**config.mk**
```make
export PLATFORM = sky130hd
export DESIGN_NAME = fb_frame_builder
export DESIGN_NICKNAME = d
export VERILOG_FILES = /design/src/rtl/fb_pkg.sv /design/src/rtl/fb_whitener.sv /design/src/rtl/fb_crc16.sv /design/src/rtl/fb_field_shifter.sv /design/src/rtl/fb_frame_builder.sv
export SDC_FILE = /design/constraint.sdc
export NUM_CORES = 1
export LEC_CHECK = 0
export CORE_MARGIN = 3
export CORE_UTILIZATION = 42
export CTS_CLUSTER_DIAMETER = 200
export DETAILED_ROUTE_END_ITERATION = 7
export SLEW_MARGIN = 15
export SYNTH_ARGS = -nofsm -noshare
export SYNTH_HDL_FRONTEND = slang
export SYNTH_HIERARCHICAL = 1
export SYNTH_SLANG_ARGS = --single-unit
```
**constraint.sdc**
```tcl
create_clock -name clk -period 4.3 [get_ports clk]
set_input_delay 1.075 -clock clk [delete_from_list [all_inputs] [get_ports clk]]
set_output_delay 1.075 -clock clk [all_outputs]
set_load 0.02 [all_outputs]
```
**src/rtl/fb_pkg.sv**
```systemverilog
`timescale 1ns/1ps
package fb_pkg;

    localparam int BYTE_W   = 8;
    localparam int SYNC_W   = 32;
    localparam int LEN_W    = 16;
    localparam int CRC_W    = 16;
    localparam int LFSR_W   = 7;
    localparam int LFSR_TAP = 3;
    localparam int SHIFT_W  = SYNC_W;
    localparam int CNT_W    = $clog2(SHIFT_W);

    localparam logic [CRC_W-1:0]  CRC_POLY  = 16'h1021;
    localparam logic [CRC_W-1:0]  CRC_INIT  = 16'hFFFF;
    localparam logic [LFSR_W-1:0] LFSR_SEED = '1;

    typedef enum logic [2:0] {
        ST_IDLE,
        ST_SYNC,
        ST_LEN,
        ST_WAIT,
        ST_PAY,
        ST_CRC
    } fb_state_e;

    typedef struct packed {
        logic [SHIFT_W-1:0] word;
        logic [CNT_W-1:0]   nbits_m1;
    } fb_load_t;

    function automatic logic [CRC_W-1:0] crc_step_byte(
        input logic [CRC_W-1:0]  c,
        input logic [BYTE_W-1:0] d
    );
        logic [CRC_W-1:0] r;
        r = c ^ {d, {(CRC_W-BYTE_W){1'b0}}};
        for (int i = 0; i < BYTE_W; i++) begin
            r = r[CRC_W-1] ? ((r << 1) ^ CRC_POLY) : (r << 1);
        end
        return r;
    endfunction

    function automatic logic [LFSR_W-1:0] lfsr_step(input logic [LFSR_W-1:0] s);
        return {s[LFSR_W-2:0], s[LFSR_W-1] ^ s[LFSR_TAP]};
    endfunction

endpackage

```
**src/rtl/fb_whitener.sv**
```systemverilog
`timescale 1ns/1ps
module fb_whitener
    import fb_pkg::*;
(
    input  logic clk,
    input  logic rst,
    input  logic seed_i,
    input  logic step_i,
    output logic mask_o
);

    logic [LFSR_W-1:0] state_q;

    always_ff @(posedge clk) begin
        if (rst) begin
            state_q <= LFSR_SEED;
        end else if (seed_i) begin
            state_q <= LFSR_SEED;
        end else if (step_i) begin
            state_q <= lfsr_step(state_q);
        end
    end

    assign mask_o = state_q[LFSR_W-1];

    // a reseed leaves the scrambler in the all-ones state
    p_seed_all_ones_r4: assert property (@(posedge clk) disable iff (rst)
        seed_i |=> (state_q == LFSR_SEED));

    // a maximal-length scrambler never reaches the all-zero state
    p_never_zero_r3: assert property (@(posedge clk) disable iff (rst)
        step_i |=> (state_q != '0));

endmodule

```
**src/rtl/fb_crc16.sv**
```systemverilog
`timescale 1ns/1ps
module fb_crc16
    import fb_pkg::*;
(
    input  logic              clk,
    input  logic              rst,
    input  logic              init_i,
    input  logic              upd_i,
    input  logic [BYTE_W-1:0] byte_i,
    output logic [CRC_W-1:0]  crc_o
);

    logic [CRC_W-1:0] crc_q;

    always_ff @(posedge clk) begin
        if (rst) begin
            crc_q <= CRC_INIT;
        end else if (init_i) begin
            crc_q <= CRC_INIT;
        end else if (upd_i) begin
            crc_q <= crc_step_byte(crc_q, byte_i);
        end
    end

    assign crc_o = crc_q;

    // a fresh frame starts from the defined start value
    p_init_value_r6: assert property (@(posedge clk) disable iff (rst)
        (init_i && !upd_i) |=> (crc_o == CRC_INIT));

    // the remainder only moves when a byte is folded in
    p_crc_quiet_r5: assert property (@(posedge clk) disable iff (rst)
        (!init_i && !upd_i) |=> $stable(crc_o));

endmodule

```
**src/rtl/fb_field_shifter.sv**
```systemverilog
`timescale 1ns/1ps
module fb_field_shifter
    import fb_pkg::*;
(
    input  logic     clk,
    input  logic     rst,
    input  logic     load_i,
    input  fb_load_t load_data_i,
    input  logic     shift_i,
    output logic     bit_o,
    output logic     last_o
);

    logic [SHIFT_W-1:0] word_q;
    logic [CNT_W-1:0]   left_q;

    always_ff @(posedge clk) begin
        if (rst) begin
            word_q <= '0;
            left_q <= '0;
        end else if (load_i) begin
            word_q <= load_data_i.word;
            left_q <= load_data_i.nbits_m1;
        end else if (shift_i) begin
            word_q <= word_q << 1;
            left_q <= left_q - 1'b1;
        end
    end

    assign bit_o  = word_q[SHIFT_W-1];
    assign last_o = (left_q == '0);

    // a field is never shifted past its final bit
    p_no_underrun_r7: assert property (@(posedge clk) disable iff (rst)
        !(shift_i && !load_i && last_o));

endmodule

```
**src/rtl/fb_frame_builder.sv**
```systemverilog
`timescale 1ns/1ps
module fb_frame_builder
    import fb_pkg::*;
#(
    parameter logic [SYNC_W-1:0] SYNC_WORD = 32'hA5F0_3C96
) (
    input  logic              clk,
    input  logic              rst,
    input  logic              s_len_valid,
    output logic              s_len_ready,
    input  logic [LEN_W-1:0]  s_len,
    input  logic              s_byte_valid,
    output logic              s_byte_ready,
    input  logic [BYTE_W-1:0] s_byte,
    output logic              m_bit_valid,
    input  logic              m_bit_ready,
    output logic              m_bit
);

    localparam int LEN_PAD  = SHIFT_W - LEN_W;
    localparam int BYTE_PAD = SHIFT_W - BYTE_W;
    localparam int CRC_PAD  = SHIFT_W - CRC_W;

    fb_state_e        st_q, st_d;
    logic [LEN_W-1:0] len_q;
    logic [LEN_W-1:0] rem_q;

    logic     sh_bit, sh_last, sh_load, sh_shift;
    fb_load_t sh_data;
    logic     wh_mask;
    logic [CRC_W-1:0] crc_val;

    logic bit_fire, field_done, len_take, byte_take;
    logic want_byte, pay_done;

    assign m_bit_valid = (st_q == ST_SYNC) || (st_q == ST_LEN) ||
                         (st_q == ST_PAY)  || (st_q == ST_CRC);
    assign bit_fire    = m_bit_valid && m_bit_ready;
    assign field_done  = bit_fire && sh_last;
    assign m_bit       = sh_bit ^ ((st_q == ST_PAY) && wh_mask);

    assign pay_done  = (st_q == ST_PAY) && field_done && (rem_q == '0);
    assign want_byte = (st_q == ST_WAIT) ||
                       ((st_q == ST_LEN) && field_done && (len_q != '0)) ||
                       ((st_q == ST_PAY) && field_done && (rem_q != '0));

    assign s_byte_ready = want_byte;
    assign s_len_ready  = (st_q == ST_IDLE) || ((st_q == ST_CRC) && field_done);
    assign byte_take    = s_byte_valid && s_byte_ready;
    assign len_take     = s_len_valid && s_len_ready;

    always_comb begin
        st_d = st_q;
        unique case (st_q)
            ST_IDLE: if (len_take) st_d = ST_SYNC;
            ST_SYNC: if (field_done) st_d = ST_LEN;
            ST_LEN: begin
                if (field_done) begin
                    if (len_q == '0)    st_d = ST_CRC;
                    else if (byte_take) st_d = ST_PAY;
                    else                st_d = ST_WAIT;
                end
            end
            ST_WAIT: if (byte_take) st_d = ST_PAY;
            ST_PAY: begin
                if (field_done) begin
                    if (rem_q == '0)    st_d = ST_CRC;
                    else if (byte_take) st_d = ST_PAY;
                    else                st_d = ST_WAIT;
                end
            end
            ST_CRC: begin
                if (field_done) st_d = len_take ? ST_SYNC : ST_IDLE;
            end
            default: st_d = ST_IDLE;
        endcase
    end

    always_comb begin
        sh_load = 1'b1;
        sh_data = '{word: '0, nbits_m1: '0};
        if (len_take) begin
            sh_data = '{word: SYNC_WORD, nbits_m1: CNT_W'(SYNC_W - 1)};
        end else if ((st_q == ST_SYNC) && field_done) begin
            sh_data = '{word: {len_q, {LEN_PAD{1'b0}}}, nbits_m1: CNT_W'(LEN_W - 1)};
        end else if (byte_take) begin
            sh_data = '{word: {s_byte, {BYTE_PAD{1'b0}}}, nbits_m1: CNT_W'(BYTE_W - 1)};
        end else if (((st_q == ST_LEN) && field_done && (len_q == '0)) || pay_done) begin
            sh_data = '{word: {crc_val, {CRC_PAD{1'b0}}}, nbits_m1: CNT_W'(CRC_W - 1)};
        end else begin
            sh_load = 1'b0;
        end
    end

    assign sh_shift = bit_fire && !sh_last;

    always_ff @(posedge clk) begin
        if (rst) begin
            st_q  <= ST_IDLE;
            len_q <= '0;
            rem_q <= '0;
        end else begin
            st_q <= st_d;
            if (len_take) begin
                len_q <= s_len;
                rem_q <= s_len;
            end else if (byte_take) begin
                rem_q <= rem_q - 1'b1;
            end
        end
    end

    fb_field_shifter u_shift (
        .clk         (clk),
        .rst         (rst),
        .load_i      (sh_load),
        .load_data_i (sh_data),
        .shift_i     (sh_shift),
        .bit_o       (sh_bit),
        .last_o      (sh_last)
    );

    fb_whitener u_whiten (
        .clk    (clk),
        .rst    (rst),
        .seed_i (len_take),
        .step_i ((st_q == ST_PAY) && bit_fire),
        .mask_o (wh_mask)
    );

    fb_crc16 u_crc (
        .clk    (clk),
        .rst    (rst),
        .init_i (len_take),
        .upd_i  (byte_take),
        .byte_i (s_byte),
        .crc_o  (crc_val)
    );

    // the alignment word is on the line right after a length is taken
    p_sync_follows_len_r1: assert property (@(posedge clk) disable iff (rst)
        (s_len_valid && s_len_ready) |=> m_bit_valid);

    // a stalled bit stays valid and unchanged
    p_hold_stable_r7: assert property (@(posedge clk) disable iff (rst)
        (m_bit_valid && !m_bit_ready) |=> (m_bit_valid && $stable(m_bit)));

    // a taken byte is on the line in the following cycle
    p_byte_to_line_r8: assert property (@(posedge clk) disable iff (rst)
        (s_byte_valid && s_byte_ready) |=> m_bit_valid);

    // length and byte channels are never open together
    p_ready_excl_r11: assert property (@(posedge clk) disable iff (rst)
        !(s_len_ready && s_byte_ready));

endmodule

```
==> flow_metrics.env <==
export IMPL_synth_top_family_by_area="compound AO/OA/AOI/OAI gates"
export IMPL_coreArea_um2=12200
export IMPL_clk_latency_ns=0.34
export IMPL_critPathArrivalTime_ns=2.95
export IMPL_synth_area_leaders="dfxtp_1 36%, mux2i_1 7.6%, mux2_4 7.4%, nor2_1 4.2%, nand2_1 4.1%"
export IMPL_start_util=0.434
export IMPL_grt_pass1_wl_um=20200
export IMPL_antenna_found_initial=0
export IMPL_grt_max_degree=41
export IMPL_ir_worst_vdd_v=0.000290
export IMPL_row_count=40
export IMPL_startpoint="rem_q[8]"
export IMPL_drv_cap=0
export IMPL_synthDistinctLibCells=72
export IMPL_cts_resized=0
export IMPL_cts_clk_slew_worst_paths_ns=0.06
export IMPL_globalRouteTotalUtil=0.176
export IMPL_drive_gt1_frac=0.130
export IMPL_cts_tree="yes"
export IMPL_finalNetCount=610
export IMPL_grt_pass1_vias=3967
export IMPL_total_power_mw=3.49
export IMPL_cts_root_buf="clkbuf_16"
export IMPL_async_flop_share=0
export IMPL_crit_path_max_fanout=5
export IMPL_die_w_um=118
export IMPL_hold_path_class="flop to flop"
export IMPL_routed_wl_um=12200
export IMPL_cts_path_max_buffers=2
export IMPL_wire_per_inst_um=16.2
export IMPL_worst_setup_path_end_kind="output pin"
export IMPL_die_area_um2=13900
export IMPL_powerDensity_nw_per_um2=578
export IMPL_numCtsBuffers=9
export IMPL_synth_simple_gate_area_frac=0.154
export IMPL_tns_ns=0
export IMPL_maxSlewViolCount=0
export IMPL_yosysTopAreaCellShare=0.361
export IMPL_clock_skew_ns=0.00675
export IMPL_vias=4135
export IMPL_synth_fa_ha_area_frac=0.00474
export IMPL_finalHoldViolations=0
export IMPL_dr_pass1_iters=4
export IMPL_required_ns=3.22
export IMPL_finalSetupViolCount=0
export IMPL_slew_headroom=0.475
export IMPL_drc=0
export IMPL_yosysTopAreaCell="dfxtp_1"
export IMPL_ys_top_cells_by_count="95 x dfxtp_1, 59 x nor2_1, 57 x nand2_1"
export IMPL_ys_seq_elements=95
export IMPL_place_congestion=0.815
export IMPL_p_leak_nw=2.42
export IMPL_io_buffers=32
export IMPL_hpwl_um=8440
export IMPL_clock_sinks=95
export IMPL_htree_levels=3
export IMPL_synth_xor_area_share=0.102
export IMPL_syn_inst=555
export IMPL_synth_compound_area_frac=0.167
export IMPL_synth_mux_area_frac=0.161
export IMPL_antenna_cells=0
export IMPL_synth_flop_cell="dfxtp_1"
export IMPL_drt_initial_drc_count=266
export IMPL_ys_warn_count=6
export IMPL_status="finished clean"
export IMPL_fmax_ghz=0.248
export IMPL_syn_to_final_growth_pct=14.6
export IMPL_fin_crit_sh=0.937
export IMPL_timing_rr_start="rem_q[8]"
export IMPL_grt_ovfl_total=0
export IMPL_tightest_slew_ns=0.788
export IMPL_postCtsSetupBuffers=0
export IMPL_rsz0062_at_grt="no"
export IMPL_yosysSeqAreaShare=0.361
export IMPL_startpoint_type="flop"
export IMPL_via_per_inst=5.51
export IMPL_pin_count=33
export IMPL_synthMostInstantiatedCell="dfxtp_1"
export IMPL_path_class="flop to output pin"
export IMPL_synth_area_um2=5280
export IMPL_period_minus_slack_ns=4.03
export IMPL_synth_edf_count=0
export IMPL_hold_buffers=0
export IMPL_min_from="u_whiten/state_q[4]"
export IMPL_postRouteAntennaNets=0
export IMPL_synth_area_per_cell_um2=9.50
export IMPL_die_y_um=118
[flip-flops by register name (all words and copies together) (netlist names)]
| name | count |
|---|---|
| rem_q | 16 |
| len_q | 16 |
| u_shift/word_q | 32 |
| u_crc/crc_o | 16 |
| u_shift/left_q | 5 |
| u_whiten/state_q | 7 |
| st_q | 3 |
[power breakdown]
part           total, mW  internal, mW  switching, mW
clock              0.895         0.565          0.330
combinational       1.39         0.661          0.727
sequential          1.21          1.05          0.159
total               3.49          2.28           1.22
[kinds of logic (layout without fill, tap and decap cells)]
group                    Yosys count  count (layout)
flip-flops                        95              95
adder cells (fa/ha/maj)            2               2
AND/OR/NAND/NOR                  169             169
XOR/XNOR                          41              41
other                              1               8
AO/OA/AOI/OAI                    123             123
buffers and inverters             53              74
multiplexers                      71              71
[cells in the final DEF, fill, tap and decap left out, types with 10 or more instances in the layout]
master           synthesis  final
nor2_1                  59     59
xor2_1                  14     14
mux2_4                  26     26
inv_1                   14     14
dfxtp_1                 95     95
clkdlybuf4s50_1          0     31
o211ai_1                17     17
nor3_1                  10     10
buf_4                    1     11
mux2i_1                 40     40
a211oi_1                10     10
a21oi_1                 34     34
nand2_1                 57     57
xnor2_1                 13     13
[critical path: stages, from the launching register on]
cell             delay [ns]
dfxtp_1                0.36
or4_4                  0.58
or4_4                  0.46
or3_4                  0.44
a22oi_1                0.16
nand2_1                0.07
clkdlybuf4s50_1        0.53
[cell type report]
type                            instances  area (um2)
Multi-Input combinational cell        414        3130
Tap cell                              168         210
Fill cell                            1169        6110
Clock inverter                          4        95.1
Clock buffer                           11         233
Inverter                               15        56.3
Timing Repair Buffer                   44         418
Sequential cell                        95        1900
[final timing paths]
path                                             to  slack (ns)  cells after the start
worst min register to register  u_whiten/state_q[4]        0.48                      2
worst max-delay path                   s_byte_ready        0.27                      6
worst max register to register   u_shift/word_q[28]        1.17                     10
worst min-delay path            u_whiten/state_q[4]        0.48                      2
[routing by layer]
layer	routed length (um)	GRT usage	vias to the layer above
li1	-	-	2028
met1	5750	0.236	2009
met2	5800	0.284	82
met3	407	0.0274	16
met4	203	0.0681	0
met5	0	0	-
[per-stage QoR]
step | utilization | setup WS [ns] | cell area (um2) | hold slack, ns | cells
floorplan | - | 1.07 | 5300 | 0.440 | 562
global placement | 0.470 | 0.358 | 5720 | 0.456 | 736
detailed placement | 0.470 | 0.331 | 5720 | 0.463 | 736
CTS | 0.497 | 0.263 | 6050 | 0.481 | 751
global route | 0.497 | 0.168 | 6050 | 0.503 | 751
finish | 0.497 | 0.271 | 6050 | 0.478 | 751
Power figures use the tool's default switching activity.
